<file path="src/rtl/wave_arb_pkg.sv">
package wave_arb_pkg;
  localparam int DATA_W   = 8;
  localparam int SAMPLE_W = DATA_W / 2;
  localparam logic [DATA_W-1:0] OPEN_BUS = '1;

  typedef enum logic {
    GEN_EARLY = 1'b0,
    GEN_LATE  = 1'b1
  } gen_e;
endpackage

</file>
<file path="src/rtl/wave_arb_route.sv">
module wave_arb_route #(
  parameter int AW = 4
) (
  input  logic          playing,
  input  logic          fetch,
  input  logic          late_gen,
  input  logic          wr_req,
  input  logic [AW-1:0] cpu_idx,
  input  logic [AW-1:0] ch_idx,
  output logic          wr_go,
  output logic [AW-1:0] wr_idx,
  output logic [AW-1:0] rd_idx,
  output logic          rd_block
);
  import wave_arb_pkg::*;

  gen_e gen;

  always_comb begin
    gen      = gen_e'(late_gen);
    wr_go    = wr_req;
    wr_idx   = cpu_idx;
    rd_idx   = cpu_idx;
    rd_block = 1'b0;
    if (playing) begin
      rd_idx = ch_idx;
      if (gen == GEN_EARLY) begin
        wr_idx   = ch_idx;
        wr_go    = wr_req && fetch;
        rd_block = !fetch;
      end
    end
  end
endmodule

</file>
<file path="src/rtl/wave_arb_store.sv">
module wave_arb_store #(
  parameter int DEPTH = 16,
  parameter int DW    = 8,
  localparam int AW   = $clog2(DEPTH)
) (
  input  logic          clk,
  input  logic          rst_n,
  input  logic          we,
  input  logic [AW-1:0] widx,
  input  logic [DW-1:0] wdata,
  input  logic [AW-1:0] ridx,
  output logic [DW-1:0] rdata,
  input  logic [AW-1:0] cidx,
  output logic [DW-1:0] cdata
);
  logic [DEPTH-1:0][DW-1:0] mem_q;

  for (genvar i = 0; i < DEPTH; i++) begin : g_byte
    logic          en;
    logic [DW-1:0] d;
    always_comb begin
      en = we && (widx == AW'(i));
      d  = en ? wdata : mem_q[i];
    end
    always_ff @(posedge clk or negedge rst_n) begin
      if (!rst_n) mem_q[i] <= '0;
      else if (en) mem_q[i] <= d;
    end
  end

  assign rdata = mem_q[ridx];
  assign cdata = mem_q[cidx];

  // an accepted write is visible at its index one cycle later
  a_r2_write_lands: assert property (@(posedge clk) disable iff (!rst_n)
    we |=> mem_q[$past(widx)] == $past(wdata));

  // no accepted write leaves every byte as it was
  a_r7_no_write_no_change: assert property (@(posedge clk) disable iff (!rst_n)
    !we |=> mem_q == $past(mem_q));
endmodule

</file>
<file path="src/rtl/wave_ram_arbiter.sv">
module wave_ram_arbiter #(
  parameter int NUM_SAMPLES = 32
) (
  input  logic       clk,
  input  logic       rst_n,
  input  logic [3:0] cpu_addr,
  input  logic       cpu_wr,
  input  logic       cpu_rd,
  input  logic [7:0] cpu_wdata,
  input  logic       ch_playing,
  input  logic [4:0] ch_pos,
  input  logic       ch_fetch,
  input  logic       later_model,
  output logic [7:0] cpu_rdata,
  output logic [3:0] ch_sample
);
  import wave_arb_pkg::*;

  localparam int BYTES = NUM_SAMPLES / 2;
  localparam int AW    = $clog2(BYTES);

  logic [1:0] rst_pipe_q;
  logic       rst_sync_n;

  always_ff @(posedge clk or negedge rst_n) begin
    if (!rst_n) rst_pipe_q <= '0;
    else        rst_pipe_q <= {rst_pipe_q[0], 1'b1};
  end
  assign rst_sync_n = rst_pipe_q[1];

  logic          wr_go, rd_block;
  logic [AW-1:0] wr_idx, rd_idx, ch_idx;
  logic [7:0]    rd_byte, ch_byte;

  assign ch_idx = ch_pos[AW:1];

  wave_arb_route #(.AW(AW)) u_route (
    .playing  (ch_playing),
    .fetch    (ch_fetch),
    .late_gen (later_model),
    .wr_req   (cpu_wr),
    .cpu_idx  (cpu_addr[AW-1:0]),
    .ch_idx   (ch_idx),
    .wr_go    (wr_go),
    .wr_idx   (wr_idx),
    .rd_idx   (rd_idx),
    .rd_block (rd_block)
  );

  wave_arb_store #(.DEPTH(BYTES), .DW(DATA_W)) u_store (
    .clk   (clk),
    .rst_n (rst_sync_n),
    .we    (wr_go),
    .widx  (wr_idx),
    .wdata (cpu_wdata),
    .ridx  (rd_idx),
    .rdata (rd_byte),
    .cidx  (ch_idx),
    .cdata (ch_byte)
  );

  logic [7:0] rdata_d;
  logic       rdata_en;

  always_comb begin
    rdata_en = cpu_rd;
    rdata_d  = rd_block ? OPEN_BUS : rd_byte;
  end

  always_ff @(posedge clk or negedge rst_sync_n) begin
    if (!rst_sync_n)   cpu_rdata <= '0;
    else if (rdata_en) cpu_rdata <= rdata_d;
  end

  assign ch_sample = ch_pos[0] ? ch_byte[SAMPLE_W-1:0] : ch_byte[DATA_W-1:SAMPLE_W];

  // early generation, fetch cycle: read follows the channel byte
  a_r4_fetch_read: assert property (@(posedge clk) disable iff (!rst_sync_n)
    cpu_rd && ch_playing && !later_model && ch_fetch |=> cpu_rdata == $past(ch_byte));

  // early generation outside the fetch cycle: open-bus value
  a_r5_blocked_read: assert property (@(posedge clk) disable iff (!rst_sync_n)
    cpu_rd && ch_playing && !later_model && !ch_fetch |=> cpu_rdata == 8'hFF);

  // early generation outside the fetch cycle: write refused
  a_r7_write_dropped: assert property (@(posedge clk) disable iff (!rst_sync_n)
    ch_playing && !later_model && !ch_fetch |-> !wr_go);

  // later generation: read follows the channel byte
  a_r8_late_read: assert property (@(posedge clk) disable iff (!rst_sync_n)
    cpu_rd && ch_playing && later_model |=> cpu_rdata == $past(ch_byte));

  // later generation: write goes to the CPU address
  a_r9_late_write: assert property (@(posedge clk) disable iff (!rst_sync_n)
    cpu_wr && ch_playing && later_model |-> wr_go && wr_idx == cpu_addr[AW-1:0]);

  // read data held while no read is requested
  a_r12_hold: assert property (@(posedge clk) disable iff (!rst_sync_n)
    !cpu_rd |=> $stable(cpu_rdata));
endmodule

</file>
<file path="config.mk">
export PLATFORM = sky130hd
export DESIGN_NAME = wave_ram_arbiter
export DESIGN_NICKNAME = d
export VERILOG_FILES = /design/src/rtl/wave_arb_pkg.sv /design/src/rtl/wave_arb_route.sv /design/src/rtl/wave_arb_store.sv /design/src/rtl/wave_ram_arbiter.sv
export SDC_FILE = /design/constraint.sdc
export NUM_CORES = 1
export LEC_CHECK = 0
export BUFFER_PORTS_ARGS = -buffer_cell sky130_fd_sc_hd__buf_2
export CORE_MARGIN = 1.5
export CORE_UTILIZATION = 45
export DETAILED_ROUTE_END_ITERATION = 7
export PLACE_DENSITY_LB_ADDON = 0.25
export SETUP_SLACK_MARGIN = 0.15
export SYNTH_ARGS = -nofsm -noshare
export SYNTH_HDL_FRONTEND = slang
export SYNTH_SLANG_ARGS = --single-unit
</file>
<file path="constraint.sdc">
create_clock -name clk -period 4.8 [get_ports clk]
set_clock_uncertainty 0.1 [all_clocks]
set_input_delay 0 -clock clk [delete_from_list [all_inputs] [get_ports clk]]
set_output_delay 0 -clock clk [all_outputs]
set_load 0.02 [all_outputs]
</file>
### After elaboration in Yosys (flattened, before gate mapping)

Cells that the tools add are included.
Widths: inputs -> output; s select.

* output and inout port bits: 12
* register bits after elaboration: 138
* bits of input ports: 24
* memory bits (read-only): 0
* bits in latches: 0
* word-level logic and storage cells: 67
* RAM bits: 0
* memories kept: 0

* order comparisons: 2
* div/mod/pow operators: 0
* muxes and demuxes: 13
* reductions and logical operators: 19
* bitwise operators: 0
* $add $sub $neg: 0
* multiply operators: 0
* equality and inequality tests: 15
* shifts and indexed selects: 0

Operators with widths (count)
* $bmux 8 s4: 2
* $eq 4x4->1 const B: 8
* $mux 8: 3
* $logic_and 1x1->1: 17
* $eq 4x3->1 const B: 4
* $mux 4: 4
* $lt 4x5->1 const B: 2
* $eq 4x2->1 const B: 2
* $eq 4x1->1 const B: 1
* $logic_not 4->1: 1
* $mux 1: 4
* $logic_not 1->1: 1

### Logic depth before layout (Yosys ltp)

Gate-level depths: netlist of run 1.

* word-level depth: 4
* mapped depth: 9
* mapped depth without buffers: 5

### By module

From an unflattened synthesis of run 1, not the netlist that was laid out.

* cell total of the unflattened synthesis: 488
* area, all modules: 7383.3 sq um

Modules (own cells, without submodules)
* wave_arb_store: area an instance 6801.5 sq um, cells an instance 434, sequential area each 3203.1 sq um, times used 1
* wave_ram_arbiter: area an instance 447.9 sq um, cells an instance 42, sequential area each 250.2 sq um, times used 1
* wave_arb_route: area an instance 133.9 sq um, cells an instance 12, sequential area each 0.0 sq um, times used 1

### Least setup slack after synthesis of run 1

OpenSTA, ideal clock, no wires.

* kind: input to register
* start point: input ch_playing
* end point: register cpu_rdata[5]
* stages: 4
* slack: 3.028 ns
* data required time: 4.606 ns
* library setup time: 0.094 ns
* path buffers: 1
* arrival: 1.578 ns
* path through: mux2i_1 > buf_4 > mux4_2 > a211oi_1

* cells in the longest elaborated chain, start to end: 4
* elaborated cells between the ends (all ways): 5
* those cells by class: 5 x mux

RTL lines
* start, declared: line wave_ram_arbiter.sv:10 `input logic ch_playing,`
* $mux 4: line wave_arb_route.sv:25 `if (playing) begin`
* $bmux 8 s4: line wave_arb_store.sv:31 `assign rdata = mem_q[ridx];`
* $mux 8 (not written as such): line wave_arb_store.sv:31
* $mux 8 *: line wave_ram_arbiter.sv:67 `rdata_d = rd_block ? OPEN_BUS : rd_byte;`
* end signal, assigned: line wave_ram_arbiter.sv:72 `else if (rdata_en) cpu_rdata <= rdata_d;`
* end, declared: line wave_ram_arbiter.sv:14 `output logic [7:0] cpu_rdata,`

Mark *: on every way between the ends. The rest lies on a longest branch, timed or not. The select of a mux whose other input is x is not followed.
A chain may end at the register's enable or synchronous reset.

### Worst setup path after layout of run 1

* start point: input ch_pos[1]
* end point: output ch_sample[0]

* cells in the longest elaborated chain, start to end: 3

RTL lines
* start, declared: line wave_ram_arbiter.sv:11 `input logic [4:0] ch_pos,`
* $bmux 8 s4: line wave_arb_store.sv:32 `assign cdata = mem_q[cidx];`
* $mux 8 (not written as such): line wave_arb_store.sv:32
* $mux 4: line wave_ram_arbiter.sv:75 `assign ch_sample = ch_pos[0] ? ch_byte[SAMPLE_W-1:0] : ch_byte[DATA_W-1:SAMPLE_W];`
* end, declared: line wave_ram_arbiter.sv:15 `output logic [3:0] ch_sample`

No other way between the ends. The select of a mux whose other input is x is not followed.

==> impl_metrics.json, run 1 <==
{
  "drive_gt1_share_pct": 45.0,
  "fp.coreArea_um2": 16600,
  "worstPathRequired_ns": 4.70,
  "hold_viol": 0,
  "synth_edf_count": 0,
  "grt_pass1_vias": 5383,
  "worst_pin_slew_ns": 1.27,
  "synth.most_common_cell": "dfrtp_1",
  "fmax_mhz": 372,
  "vias": 5159,
  "ys_ff_latch": 138,
  "drt_wl_total_um": 20600,
  "clockRootBuffer": "clkbuf_16",
  "die_area_um2": 17700,
  "cts_setup_buffers": 0,
  "drtIter0Drc": 532,
  "rsz0062_at_grt": "false",
  "cts.sinks": 138,
  "vias_per_cell": 6.28,
  "synth_area_leaders": "dfrtp_1, mux2_2, mux4_2",
  "synth_top_cell_area_share_pct": 45.3,
  "top_usage_layer": "met2",
  "slew_headroom_pct": 15.2,
  "die_w_um": 133,
  "synth_top_family_by_area": "multiplexers",
  "p_leak_nw": 3.71,
  "clkTransAtPathRegs_ns": 0.06,
  "place_ws_ns": 1.96,
  "grt_util_all_layers_pct": 24.6,
  "cts_tree": "built",
  "diodes": 0,
  "grt_overflow_total": 0,
  "worst_setup_path_end_kind": "output pin",
  "nNetsFinal": 614,
  "num_io_pins": 36,
  "clockBufferDepth": 2,
  "met2_usage_pct": 39.7,
  "synth_top_area_cell": "dfrtp_1",
  "use_met1_pct": 31.6,
  "crit_chain": "buf_2, buf_4, mux4_2, mux4_2, mux2_2, buf_2",
  "critical-path-top-delay-family": "multiplexers",
  "final_core_util_pct": 52.0,
  "fin_crit_sh_pct": 56.0,
  "synthMuxAreaShare_pct": 41.0,
  "netlist_top_cells_count": "dfrtp_1, mux2_2, mux2i_1",
  "clock_latency_ns": 0.42,
  "port_buffers": 35,
  "period_minus_slack_ns": 2.69,
  "synth-compound-area-share_pct": 4.76,
  "ant_nets": 0,
  "slowest_delay_ns": 0.60,
  "post-dp-hpwl_um": 13300,
  "synthAdderAreaFrac_pct": 0,
  "syn-num-nets": 576,
  "yosysWarnings": 0,
  "drc": 0,
  "synth_cell_type_count": 39,
  "syn2layout_area_growth_pct": 13.1,
  "instances_no_fill": 822,
  "syn_area_per_cell_um2": 13.8,
  "setup_slack_ns": 2.11,
  "total_power_mw": 4.05,
  "start_util_pct": 46.0,
  "crit_buf_inv": 3,
  "syn_area_um2": 7630,
  "crit_path_top_delay_cell": "buf_2",
  "arrival_ns": 2.59,
  "power.density_nw_per_um2": 469,
  "crit_path_start_kind": "primary input",
  "hold_class": "in -> reg",
  "grt.met3_usage_pct": 5.94,
  "cts.htree.levels": 4,
  "ir_drop_uv": 283,
  "hold_buffers": 11,
  "numCtsBuffers": 17,
  "cap_violations": 0,
  "syn-instance-count": 552,
  "synth_ff_type": "dfrtp_1",
  "gp_congestion": 0.903,
  "rows": 47,
  "grt_pass1_wl_um": 32100,
  "synthArstFlopShare_pct": 100,
  "fp.dieH_um": 133,
  "antenna_found_initial": 0,
  "synth-simple-area-share_pct": 5.84,
  "grt_start_max_net_pins": 61,
  "synth_xor_area_share_pct": 0,
  "cts-resized-gates": 0,
  "finalSetupTns_ns": 0,
  "crit_path_max_fanout": 22,
  "placed_cells": 780,
  "drt-pass1-iter-count": 6,
  "path_class": "in -> out",
  "seq_area_frac_synth_pct": 45.3,
  "slew_viol_final": 0,
  "setup_viol": 0,
  "avgRoutedWirePerCell_um": 25.0,
  "status": "completed"
}
-- power breakdown --
part,internal [mW],switching [mW]
clock,0.788,0.487
sequential,1.50,0.276
combinational,0.595,0.402
total,2.88,1.16
-- cell type report --
class	instances	area [µm²]
clock buffer	24	472
timing repair buffer	53	338
sequential	138	3460
multi-input combinational	370	3960
clock inverter	7	92.6
tap	220	275
inverter	10	37.5
fill	1413	7960
-- cell families after synthesis --
family,after synthesis
flip-flops,138
other,1
buffers and inverters,44
multiplexers,234
AO/OA/AOI/OAI,49
AND/OR/NAND/NOR,86
-- routing by layer --
metal / wire [µm] / share of wire [%]
met5: 0 / 0
met4: 714 / 3.5
met3: 1430 / 7.0
met2: 9900 / 48
met1: 8510 / 41
-- registers in the layout (all words and copies together), names as in the netlist --
| name | cells |
|---|---|
| rst_pipe_q | 2 |
| u_store.mem_q | 128 |
| cpu_rdata | 8 |
-- path summary, 6_finish.rpt --
path / slack (ns) / to / cells after the start / startpoint
max in group asynchronous: 3.21 / u_store.mem_q[70] / 1 / rst_pipe_q[1]
max: 2.11 / ch_sample[0] / 6 / ch_pos[1]
min in group asynchronous: 0.32 / rst_pipe_q[1] / 3 / rst_n
min: 0.06 / cpu_rdata[7] / 5 / cpu_addr[3]
max reg2reg: 3.21 / u_store.mem_q[70] / 1 / rst_pipe_q[1]
min reg2reg: 0.26 / rst_pipe_q[1] / 0 / rst_pipe_q[0]
-- cells in the final DEF, fill, tap and decap left out, types with 3 or more instances in the layout --
master / synthesis / layout
dfrtp_1: 138 / 137
mux2_2: 129 / 129
mux4_2: 49 / 49
mux2i_1: 50 / 48
buf_2: 6 / 35
nand2_1: 32 / 32
clkbuf_16: 0 / 17
nand3_1: 15 / 15
nand2_2: 15 / 15
a211oi_1: 12 / 12
dlygate4sd3_1: 0 / 11
inv_1: 10 / 10
nor2_1: 9 / 9
buf_4: 4 / 7
a21oi_1: 6 / 6
o32ai_1: 6 / 6
mux2_1: 5 / 5
a32oi_1: 5 / 5
a31oi_1: 5 / 5
clkbuf_1: 13 / 5
o31ai_1: 4 / 4
nor3b_2: 4 / 4
nand2b_1: 3 / 3
and2_1: 3 / 3
clkinv_2: 0 / 3
-- worst min-delay path, cell delays in order --
cell and delay [ns]:
buf_2 0.09, o22ai_1 0.10, nand3_1 0.09, a21oi_1 0.05, a211oi_1 0.21
-- metrics by stage --
step | instance area [µm²] | hold WS [ns]
3_5_place_dp | 7950 | -0.313
5_1_grt | 8630 | 0.0919
2_1_floorplan | 7630 | -0.396
6_report | 8630 | 0.0631
4_1_cts | 8630 | 0.0524
3_3_place_gp | 7950 | -0.314
No activity file was read; power rests on OpenSTA's default activity.
==> run 2, diff against run 1 <==
--- a/config.mk
+++ b/config.mk
@@ -5,6 +5,7 @@
 export SDC_FILE = /design/constraint.sdc
 export NUM_CORES = 1
 export LEC_CHECK = 0
+export ABC_AREA = 1
 export BUFFER_PORTS_ARGS = -buffer_cell sky130_fd_sc_hd__buf_2
 export CORE_MARGIN = 1.5
 export CORE_UTILIZATION = 45
==> constraint.sdc (replaced) <==
create_clock -name clk -period 2.35 [get_ports clk]
set_clock_uncertainty 0.1 [all_clocks]
set_input_delay 0 -clock clk [delete_from_list [all_inputs] [get_ports clk]]
set_output_delay 0 -clock clk [all_outputs]
set_load 0.02 [all_outputs]
==> run 2 against run 1 <==
Largest cell class unchanged. Global-route usage increased by 4.9 points. Total power increased by 120%. Wire length increased by 26%. Hold slack got worse by 0.012 ns. Critical path type is now reg -> out. Critical endpoint is now ch_sample[2]. Critical path depth increased by 2. Sequential share of layout area decreased by 2.3 points. Setup slack got worse by 1.7 ns.
==> impl_metrics.json, run 2 <==
{
  "layout_common_cells": "nand2_1, nand3_1, inv_1, dfrtp_1, o21ai_0",
  "clockRootBuffer": "clkbuf_16",
  "diodes": 0,
  "synth_ff_type": "dfrtp_1",
  "synthAdderAreaFrac_pct": 0,
  "syn_area_um2": 8070,
  "rows": 48,
  "reg_top3": "u_store.mem_q (128), cpu_rdata (8), rst_pipe_q (2)",
  "hold_class": "in -> reg",
  "final_core_util_pct": 52.6,
  "fin_crit_sh_pct": 83.9,
  "grt_overflow_total": 0,
  "finalSetupTns_ns": 0,
  "synth_xor_area_share_pct": 0,
  "instances_no_fill": 1385,
  "fp.dieH_um": 137,
  "p_leak_nw": 4.51,
  "grt_pass1_vias": 7437,
  "drt-pass1-iter-count": 6,
  "grt_start_max_net_pins": 85,
  "placed_cells": 1351,
  "antenna_found_initial": 0,
  "fmax_mhz": 507,
  "final_common_cell": "nand2_1",
  "setup_viol": 0,
  "holdPathStages": 3,
  "synthMuxAreaShare_pct": 0,
  "rsz0062_at_grt": "false",
  "synth_top_area_cell": "dfrtp_1",
  "vias_per_cell": 5.55,
  "syn2layout_area_growth_pct": 13.6,
  "numCtsBuffers": 17,
  "synth_cell_type_count": 30,
  "place_ws_ns": 0.319,
  "drc": 0,
  "grt_pass1_wl_um": 41100,
  "cts.htree.levels": 4,
  "ir_drop_uv": 537,
  "arrival_ns": 1.87,
  "hold-worst-slack_ns": 0.0516,
  "status": "completed",
  "r2r_cells": 8,
  "cts.sinks": 138,
  "ant_nets": 0,
  "syn-instance-count": 1139,
  "worstPathRequired_ns": 2.25,
  "drtIter0Drc": 920,
  "crit_path_max_fanout": 3,
  "power.density_nw_per_um2": 955,
  "start_util_pct": 46.3,
  "worst_setup_path_end_kind": "output pin",
  "clock_latency_ns": 0.44,
  "cts_tree": "built",
  "avgRoutedWirePerCell_um": 18.7,
  "synth-compound-area-share_pct": 17.1,
  "seq_area_frac_synth_pct": 42.8,
  "slew_viol_final": 0,
  "drt_wl_total_um": 25900,
  "largest_reg_flops": 128,
  "post-dp-hpwl_um": 16500,
  "synth_top_family_by_area": "simple AND/OR/NAND/NOR gates",
  "num_io_pins": 36,
  "crit_path_start_kind": "flop",
  "netlist_top_cells_count": "nand2_1, nand3_1, inv_1",
  "path_class": "reg -> out",
  "finalInstanceArea_um2": 9160,
  "synth.most_common_cell": "nand2_1",
  "port_buffers": 35,
  "synth_edf_count": 0,
  "vias": 7691,
  "fp.coreArea_um2": 17400,
  "syn_area_per_cell_um2": 7.08,
  "nNetsFinal": 1172,
  "synth-simple-area-share_pct": 28.9,
  "yosysWarnings": 0,
  "hold_viol": 0,
  "ys_ff_latch": 138,
  "synth_area_leaders": "dfrtp_1, nand2_1, nand3_1",
  "cts-resized-gates": 0,
  "largest-register": "u_store.mem_q",
  "placed_area_um2": 8470,
  "cap_violations": 0,
  "synthArstFlopShare_pct": 100,
  "die_w_um": 137,
  "clkTransAtPathRegs_ns": 0.06,
  "grt_util_all_layers_pct": 29.5,
  "setup_slack_ns": 0.379,
  "worst_pin_slew_ns": 0.752,
  "syn-num-nets": 1163,
  "die_area_um2": 18700,
  "clockBufferDepth": 2,
  "drive_gt1_share_pct": 11.8,
  "slew_headroom_pct": 49.8,
  "period_minus_slack_ns": 1.97,
  "total_power_mw": 8.75,
  "gp_congestion": 0.922,
  "synth_top_cell_area_share_pct": 42.8
}
run 2: kinds of logic (layout without fill, tap and decap cells):
logic type	count (synthesis)	after routing
DFF	138	138
and+or+nand+nor	509	509
buffers and inverters	224	245
AOI/OAI and AO/OA	267	267
other	1	1
run 2: critical path: stages (launching register included):
cell and delay [ns]:
dfrtp_1 0.40, a21oi_1 0.14, o21ai_0 0.11, nand3_1 0.18, nand2_1 0.13, nand2_1 0.08, nand2_1 0.06, o21a_1 0.18
buf_2 0.16
run 2: repair_timing:
item                      4_1_cts  5_1_grt
hold buffers                    3        0
hold endpoints to repair       10        0
setup buffers                   0        0
run 2: final timing paths:
path | from | end | slack [ns]
worst min-delay path | cpu_wdata[7] | u_store.mem_q[31] | 0.05
worst max register to register | u_store.mem_q[3] | cpu_rdata[3] | 0.92
worst min register to register | rst_pipe_q[1] | u_store.mem_q[69] | 0.14
max in group asynchronous | rst_pipe_q[1] | u_store.mem_q[47] | 1.24
min in group asynchronous | rst_pipe_q[1] | u_store.mem_q[69] | 0.14
worst max-delay path | u_store.mem_q[106] | ch_sample[2] | 0.38
run 2: routing by layer:
| layer | wire (µm) | GRT usage (%) | vias to the layer above |
|---|---|---|---|
| li1 | - | - | 3720 |
| met1 | 11200 | 39.3 | 3589 |
| met2 | 11600 | 44.7 | 316 |
| met3 | 2170 | 7.81 | 66 |
| met4 | 926 | 13.6 | 0 |
| met5 | 0 | 0 | - |
run 2: report_power, final:
| part | switching [mW] | total [mW] | leakage, nW | internal (mW) |
|---|---|---|---|---|
| Clock | 1.06 | 3.07 | 0.322 | 2.00 |
| Sequential | 0.471 | 3.52 | 1.74 | 3.05 |
| Combinational | 1.36 | 2.16 | 2.45 | 0.807 |
run 2: final cells by class:
class	count	area, µm²
fill	1747	8260
multi-input combinational	777	3720
sequential	138	3460
inverter	151	569
timing repair buffer	63	470
clock buffer	18	439
tap	225	282
clock inverter	13	224
==> run 3, diff against run 2 <==
==> constraint.sdc (replaced) <==
create_clock -name clk -period 1.7 [get_ports clk]
set_clock_uncertainty 0.1 [all_clocks]
set_input_delay 0 -clock clk [delete_from_list [all_inputs] [get_ports clk]]
set_output_delay 0 -clock clk [all_outputs]
set_load 0.02 [all_outputs]
==> run 3 against run 2 <==
The flow now finishes with violations (setup timing). Global-route usage down 0.10 points. Critical path depth stayed put. Hold slack improved by 0.023 ns.
==> impl_metrics.json, run 3 (same netlist as run 2, synthesis figures left out) <==
{
  "status": "complete, but fails checks",
  "violations": "setup timing",
  "cap_violations": 0,
  "drtIter0Drc": 883,
  "cts.htree.levels": 4,
  "regArea_um2": 3460,
  "grt_start_max_net_pins": 59,
  "crit_path_max_fanout": 3,
  "setup_viol": 4,
  "path_class": "reg -> out",
  "ff2ff_setup_slack_ns": 0.26,
  "drt_wl_total_um": 26200,
  "crit_path_start_kind": "flop",
  "top_usage_layer": "met2",
  "arrival_ns": 1.73,
  "layout_common_cells": "nand2_1, nand3_1, inv_1, dfrtp_1, o21ai_0",
  "largest_reg_flops": 128,
  "clock_latency_ns": 0.42,
  "p_leak_nw": 4.81,
  "grt_util_all_layers_pct": 29.4,
  "drive_gt1_share_pct": 16.2,
  "power.density_nw_per_um2": 1210,
  "use_met1_pct": 41.4,
  "worstPathRequired_ns": 1.60,
  "avgRoutedWirePerCell_um": 18.3,
  "gp_congestion": 0.977,
  "numCtsBuffers": 17,
  "cts_tree": "built",
  "worstReg2RegEnd": "cpu_rdata[1]",
  "fp.coreArea_um2": 17400,
  "ant_nets": 0,
  "instances_no_fill": 1437,
  "num-fill-cells": 1660,
  "placed_cells": 1386,
  "hold_class": "in -> reg",
  "slew_viol_final": 0,
  "fin_crit_sh_pct": 108,
  "cts.sinks": 138,
  "startpoint": "u_store.mem_q[124]",
  "die_area_um2": 18700,
  "worst_pin_slew_ns": 0.681,
  "largest-register": "u_store.mem_q",
  "setup_slack_ns": -0.128,
  "fp.dieH_um": 137,
  "clockBufferDepth": 2,
  "port_buffers": 35,
  "drc": 0,
  "met2_usage_pct": 43.9,
  "ir_drop_uv": 675,
  "grt_pass1_wl_um": 40700,
  "clockRootBuffer": "clkbuf_16",
  "diodes": 0,
  "period_minus_slack_ns": 1.83,
  "multi_input_area_um2": 3770,
  "hold_viol": 0,
  "r2r_start": "u_store.mem_q[1]",
  "rows": 48,
  "vias": 8057,
  "clkTransAtPathRegs_ns": 0.06,
  "grt.met3_usage_pct": 5.89,
  "nNetsFinal": 1223,
  "endpoint": "ch_sample[0]",
  "final_common_cell": "nand2_1",
  "fmax_mhz": 547,
  "reg_top3": "u_store.mem_q (128), cpu_rdata (8), rst_pipe_q (2)",
  "post-dp-hpwl_um": 17100,
  "final_core_util_pct": 55.9,
  "worst_setup_path_end_kind": "output pin",
  "grt_pass1_vias": 7256,
  "antenna_found_initial": 0,
  "num_io_pins": 36,
  "start_util_pct": 46.3,
  "grt_overflow_total": 0,
  "slew_headroom_pct": 54.5,
  "die_w_um": 137,
  "drt-pass1-iter-count": 6,
  "r2r_cells": 8,
  "rsz0062_at_grt": "true",
  "vias_per_cell": 5.61,
  "syn2layout_area_growth_pct": 20.7
}
run 3: cell types whose count changed in the layout (fill, tap and decap cells not counted), sizes merged:
| cell | change |
|---|---|
| clkbuf | +7 |
| clkinvlp | -1 |
| dlygate4sd3 | +6 |
| buf | +45 |
| bufinv | -5 |
run 3: per-layer routing:
metal,vias to the layer above,share of wire (%)
met5,-,0
met1,3770,44
li1,3827,-
met2,399,44
met4,0,3.5
met3,61,8.7
run 3: worst min path at each step:
stage / from / to / slack (ns) / depth (start not counted)
floorplan: rst_n / rst_pipe_q[0] / -0.40 / 0
CTS: cpu_wdata[7] / u_store.mem_q[63] / 0.07 / 3
global placement: rst_n / rst_pipe_q[0] / -0.31 / 1
finish: cpu_wdata[7] / u_store.mem_q[63] / 0.07 / 3
detailed placement: rst_n / rst_pipe_q[0] / -0.31 / 1
global route: cpu_wr / u_store.mem_q[88] / 0.11 / 6
run 3: worst max-delay path, cell delays in order (launching register included):
cell,delay [ns]
dfrtp_1,0.40
a21oi_1,0.14
o21ai_1,0.09
nand3_2,0.10
nand2_2,0.08
nand2_1,0.08
nand2_1,0.05
o21a_1,0.19
buf_4,0.16
run 3: stage by stage:
stage          hold slack, ns  setup WS [ns]  setup TNS (ns)  cell area (µm²)  total power [mW]
6_report               0.0746         -0.128          -0.476             9730              11.8
5_1_grt                 0.108         -0.203          -0.754             9730              12.5
4_1_cts                0.0666         -0.128          -0.470             9680              11.7
3_5_place_dp           -0.311        -0.0906           -1.99             8920              7.97
3_3_place_gp           -0.312        -0.0395          -0.293             8920              7.86
2_1_floorplan          -0.396         0.0927               0             8140              6.95
run 3: power by group:
group / internal [mW] / switching, mW / total (mW)
sequential: 4.22 / 0.643 / 4.86
clock: 2.23 / 1.38 / 3.61
combinational: 1.35 / 1.98 / 3.32
total: 7.80 / 3.99 / 11.8
run 3: layout make-up:
class                   instances  share of cell area, %
clock buffers                  25                   5.30
repair buffers                114                   11.1
multi-input cells             777                   38.7
clock inverters                 7                  0.643
flip-flops and latches        138                   35.5
inverters                     151                   5.85
well taps                     225                   2.89
run 3: timing repair:
item                                    4_1_cts  5_1_grt
pin swaps                                    15       13
endpoints found under the hold margin        84        0
endpoints found under the setup margin        4        4
buffers inserted                              7        3
hold buffers                                  9        0
resized for setup                            24       17
cloned                                        0        0
